### src/rtl/tt3_pkg.sv
package tt3_pkg;
  localparam int unsigned TT_W  = 8;
  localparam int unsigned IDX_W = $clog2(TT_W);

  typedef enum logic [2:0] {
    SC_GENERIC,
    SC_ZERO,
    SC_ONES,
    SC_PASS_A,
    SC_PASS_B,
    SC_PASS_C,
    SC_NOT_A
  } sc_kind_e;

  localparam logic [TT_W-1:0] IMM_ZERO   = 8'h00;
  localparam logic [TT_W-1:0] IMM_ONES   = 8'hFF;
  localparam logic [TT_W-1:0] IMM_PASS_A = 8'h0F;
  localparam logic [TT_W-1:0] IMM_PASS_B = 8'h33;
  localparam logic [TT_W-1:0] IMM_PASS_C = 8'h55;
  localparam logic [TT_W-1:0] IMM_NOT_A  = 8'hF0;
endpackage

### src/rtl/tt3_shortcut.sv
module tt3_shortcut
  import tt3_pkg::*;
#(
  parameter int unsigned WIDTH = 128
) (
  input  logic [TT_W-1:0]  imm_i,
  input  logic [WIDTH-1:0] a_i,
  input  logic [WIDTH-1:0] b_i,
  input  logic [WIDTH-1:0] c_i,
  output sc_kind_e         kind_o,
  output logic [WIDTH-1:0] res_o
);
  always_comb begin
    unique case (imm_i)
      IMM_ZERO:   kind_o = SC_ZERO;
      IMM_ONES:   kind_o = SC_ONES;
      IMM_PASS_A: kind_o = SC_PASS_A;
      IMM_PASS_B: kind_o = SC_PASS_B;
      IMM_PASS_C: kind_o = SC_PASS_C;
      IMM_NOT_A:  kind_o = SC_NOT_A;
      default:    kind_o = SC_GENERIC;
    endcase
  end

  always_comb begin
    unique case (kind_o)
      SC_ZERO:   res_o = '0;
      SC_ONES:   res_o = '1;
      SC_PASS_A: res_o = a_i;
      SC_PASS_B: res_o = b_i;
      SC_PASS_C: res_o = c_i;
      SC_NOT_A:  res_o = ~a_i;
      default:   res_o = '0;
    endcase
  end
endmodule

### src/rtl/tt3_lane.sv
module tt3_lane
  import tt3_pkg::*;
#(
  parameter int unsigned LANE_W = 32
) (
  input  logic [TT_W-1:0]   imm_i,
  input  logic [LANE_W-1:0] a_i,
  input  logic [LANE_W-1:0] b_i,
  input  logic [LANE_W-1:0] c_i,
  output logic [LANE_W-1:0] res_o
);
  // table position k sits at immediate bit 7-k
  logic [TT_W-1:0] tbl_rev;

  always_comb begin
    for (int k = 0; k < TT_W; k++) tbl_rev[k] = imm_i[TT_W-1-k];
  end

  for (genvar i = 0; i < LANE_W; i++) begin : g_bit
    logic [IDX_W-1:0] idx;
    assign idx      = {a_i[i], b_i[i], c_i[i]};
    assign res_o[i] = tbl_rev[idx];
  end
endmodule

### src/rtl/tt3_unit.sv
module tt3_unit
  import tt3_pkg::*;
#(
  parameter int unsigned WIDTH  = 128,
  parameter int unsigned LANE_W = 32
) (
  input  logic             clk_i,
  input  logic             rst_ni,
  input  logic             valid_i,
  input  logic [7:0]       imm_i,
  input  logic [WIDTH-1:0] src_a_i,
  input  logic [WIDTH-1:0] src_b_i,
  input  logic [WIDTH-1:0] src_c_i,
  output logic             valid_o,
  output logic [WIDTH-1:0] result_o
);
  localparam int unsigned NUM_LANES = WIDTH / LANE_W;

  logic [WIDTH-1:0] table_res;
  logic [WIDTH-1:0] fast_res;
  logic [WIDTH-1:0] next_res;
  sc_kind_e         kind;

  for (genvar l = 0; l < NUM_LANES; l++) begin : g_lane
    tt3_lane #(.LANE_W(LANE_W)) i_lane (
      .imm_i (imm_i),
      .a_i   (src_a_i[l*LANE_W +: LANE_W]),
      .b_i   (src_b_i[l*LANE_W +: LANE_W]),
      .c_i   (src_c_i[l*LANE_W +: LANE_W]),
      .res_o (table_res[l*LANE_W +: LANE_W])
    );
  end

  tt3_shortcut #(.WIDTH(WIDTH)) i_shortcut (
    .imm_i  (imm_i),
    .a_i    (src_a_i),
    .b_i    (src_b_i),
    .c_i    (src_c_i),
    .kind_o (kind),
    .res_o  (fast_res)
  );

  assign next_res = (kind == SC_GENERIC) ? table_res : fast_res;

  always_ff @(posedge clk_i or negedge rst_ni) begin
    if (!rst_ni) begin
      valid_o  <= 1'b0;
      result_o <= '0;
    end else begin
      valid_o <= valid_i;
      if (valid_i) result_o <= next_res;
    end
  end

  // shortcut path agrees with the table lookup
  a_r1_fast_matches_table: assert property (@(posedge clk_i) disable iff (!rst_ni)
    (valid_i && kind != SC_GENERIC) |-> (fast_res == table_res));

  a_r2_zero_imm: assert property (@(posedge clk_i) disable iff (!rst_ni)
    (valid_i && imm_i == 8'h00) |=> (result_o == '0));

  a_r2_ones_imm: assert property (@(posedge clk_i) disable iff (!rst_ni)
    (valid_i && imm_i == 8'hFF) |=> (&result_o));

  a_r6_valid_follows: assert property (@(posedge clk_i) disable iff (!rst_ni)
    valid_i |=> valid_o);

  a_r7_hold_when_idle: assert property (@(posedge clk_i) disable iff (!rst_ni)
    !valid_i |=> $stable(result_o));
endmodule

### config.mk
export PLATFORM = sky130hd
export DESIGN_NAME = tt3_unit
export DESIGN_NICKNAME = d
export VERILOG_FILES = /design/src/rtl/tt3_pkg.sv /design/src/rtl/tt3_shortcut.sv /design/src/rtl/tt3_lane.sv /design/src/rtl/tt3_unit.sv
export SDC_FILE = /design/constraint.sdc
export NUM_CORES = 1
export LEC_CHECK = 0
export ABC_AREA = 0
export BUFFER_PORTS_ARGS = -buffer_cell sky130_fd_sc_hd__buf_2
export CAP_MARGIN = 20
export CORE_AREA = 2 2 206 208
export DETAILED_ROUTE_END_ITERATION = 12
export DIE_AREA = 0 0 208 210
export PLACE_DENSITY = 0.72
export SLEW_MARGIN = 30
export SYNTH_ARGS = -nofsm -noshare
export SYNTH_HDL_FRONTEND = slang
export SYNTH_SLANG_ARGS = --single-unit
### constraint.sdc
create_clock -name clk_i -period 1.7 [get_ports clk_i]
set_clock_uncertainty 0.1 [all_clocks]
set_input_delay 0.085 -clock clk_i [delete_from_list [all_inputs] [get_ports clk_i]]
set_output_delay 0.085 -clock clk_i [all_outputs]
set_load 0.02 [all_outputs]
==> flow_summary.toml <==
[timing]
maxSlewViolCount = 0
tns_ns = 0
hold_viol_final = 0
post-route-period-util_pct = 94.8
fin_crit_ns = 1.61
max_freq_mhz = 620
layout_setup_ws_ns = 0.0879
rsz0062_at_grt = "no"
setup_viol = 0
worstMarginPinSlew_ns = 0.618
slew_headroom_pct = 58.8
timing.hold.ws_ns = 0.0405

[finish]
mostFrequentLayoutCell = "buf_2"
fillers = 3610
drive_gt1_share_pct = 48.7
finish.utilization_pct = 50.3
nets = 2301
final_cell_mix = "513 x buf_2, 256 x mux4_2, 144 x dlygate4sd3_1, 129 x dfrtp_1"
syn_to_final_growth_pct = 39.6

[routing]
wl_per_cell_um = 28.3
drt_iter0_drc = 2396
viasPerCell = 6.98
drt_pass1_iterations = 6
drc_errors = 0
antenna_left = 0
vias = 17300
wirelength_um = 70200

[placed_design]
dp_slack_ns = -0.194
place_hpwl_um = 45900
port_buffers = 523
routabilityCongestion = 0.925

[power_and_ir_drop]
p_leak_nw = 8.27
power.density_mw_per_mm2 = 625
fin_total_pwr_w = 0.0130
ir_drop_v = 0.000703

[synthesis]
synth_xor_area_share_pct = 0
syn_area_per_cell_um2 = 11.3
yosysUniqueCellTypes = 23
synth_top_family_by_area = "multiplexers"
netlist_instances = 1323
synth_compound_area_share_pct = 18.8
syn_nets = 1718
syn_area_mm2 = 0.0150
ys_ff_latch = 129
ys_seq_area_share_pct = 21.6
synthMuxAreaShare_pct = 47.1
synth-adder-area-share_pct = 0
synthSimpleGateAreaFrac_pct = 6.45
yosys_warnings = 0

[clock_tree]
clock_path_buffers = 2
cts_made_buffers = 17
htreeDepth = 4
worstSkewPairLatency_ns = 0.45
clockRootBuffer = "clkbuf_16"
cts_tree = "yes"
cts.sinks = 129
cts_setup_buffers = 0
clk_pin_slew_worst_paths_ns = 0.06

[floorplan]
die_y_um = 210
initial_utilization_pct = 36.1
die_w_um = 208
rows = 75
dieArea_mm2 = 0.0437
core_area_mm2 = 0.0415
ios = 524

[flow_run]
drv_cap = 0

[setup_path]
crit_type = "in -> reg"
worstSetupStartpointType = "primary input"
arrival_ns = 1.84
critPathMaxFanout = 72
critical_path_required_ns = 1.93
rrSetupSlack_ns = 0.86
crit_path_end_kind = "flip-flop"

[global_route]
grt_usage_pct = 31.6
grt_pass1_vias = 18600
antenna_found_initial = 19
grt_max_degree = 75
globalRoute.totalOverflow = 0
grt_util_met2_pct = 52.6
grt_first_pass_wirelength_um = 107000
grt_use_met1_pct = 35.3
grt_util_met3_pct = 8.48
busiest_layer = "met2"

[outcome]
status = "completed"

[min_path]
hold_path.class = "in -> reg"
[where the power goes]
part / switching [W] / internal [W] / leakage [nW]
logic: 0.00283 / 0.00267 / 6.57
registers: 0.000293 / 0.00350 / 1.44
clock network: 0.00164 / 0.00211 / 0.268
total: 0.00476 / 0.00828 / 8.27
[routing by layer]
metal	wire length, um	vias up
met4	4740	6
met5	34	-
met3	8550	376
li1	-	6774
met2	33900	1726
met1	23000	8399
[sequential cells by signal, summed over array words and instances, names as in the netlist]
signal	cells
valid_o	1
result_o	128
[worst paths after layout]
kind / from / endpoint / cells past startpoint
worst max-delay path: imm_i[7] / result_o[30] / 6
worst min-delay path: src_b_i[12] / result_o[12] / 4
worst max register to register: result_o[3] / result_o[3] / 2
worst min register to register: result_o[116] / result_o[116] / 1
max in group asynchronous: rst_ni / result_o[20] / 3
min in group asynchronous: rst_ni / result_o[16] / 2
[worst max-delay path: stages]
cell and delay (ns):
buf_4 0.15, buf_12 0.22, mux4_2 0.53, mux2i_1 0.18, dlygate4sd3_1 0.57, a21oi_1 0.06
[final cells by class]
cell class	count	area (um^2)	area share (%)
clock inverter	10	85.1	0.408
sequential	129	3230	15.5
multi-input combinational	975	10900	52.1
timing repair buffer	783	5500	26.3
tap	539	674	3.23
antenna	19	47.5	0.228
clock buffer	22	474	2.27
[stage by stage]
step | instances | cell area, um^2
floorplan | 1323 | 15000
global placement | 2282 | 18800
detailed placement | 2282 | 18800
CTS | 2458 | 20800
global route | 2473 | 20900
finish | 2477 | 20900
[Yosys cell counts]
library cell	number	area (um^2)
mux2i_1	128	1280
nor3_1	81	405
dfrtp_1	129	3230
nand2_2	1	6.26
o221ai_1	81	709
buf_1	15	56.3
and4_1	1	8.76
buf_2	23	115
nor4bb_1	1	10.0
a22oi_1	81	608
or4_4	1	11.3
a2bb2oi_4	1	26.3
a21oi_1	128	641
mux4_2	256	5770
nor4_1	2	12.5
nor2_1	128	480
nand4bb_1	1	11.3
nand4_1	1	6.26
and4bb_2	1	12.5
clkbuf_1	173	649
o32a_1	81	811
buf_6	8	90.1
o21ba_1	1	10.0
[kinds of logic (layout without fill, tap and decap cells)]
logic type,after synthesis,in the layout
compound gates,373,373
simple gates,218,218
mux,384,384
flops,129,129
buf+inv,219,815
other cells,0,19
[timing repair]
| item | CTS | global route |
|---|---|---|
| endpoints found under the hold margin | 254 | 0 |
| resized for setup | 0 | 2 |
| hold buffers | 144 | 0 |
| setup endpoints to repair | 0 | 2 |
Power figures use the tool's default switching activity.
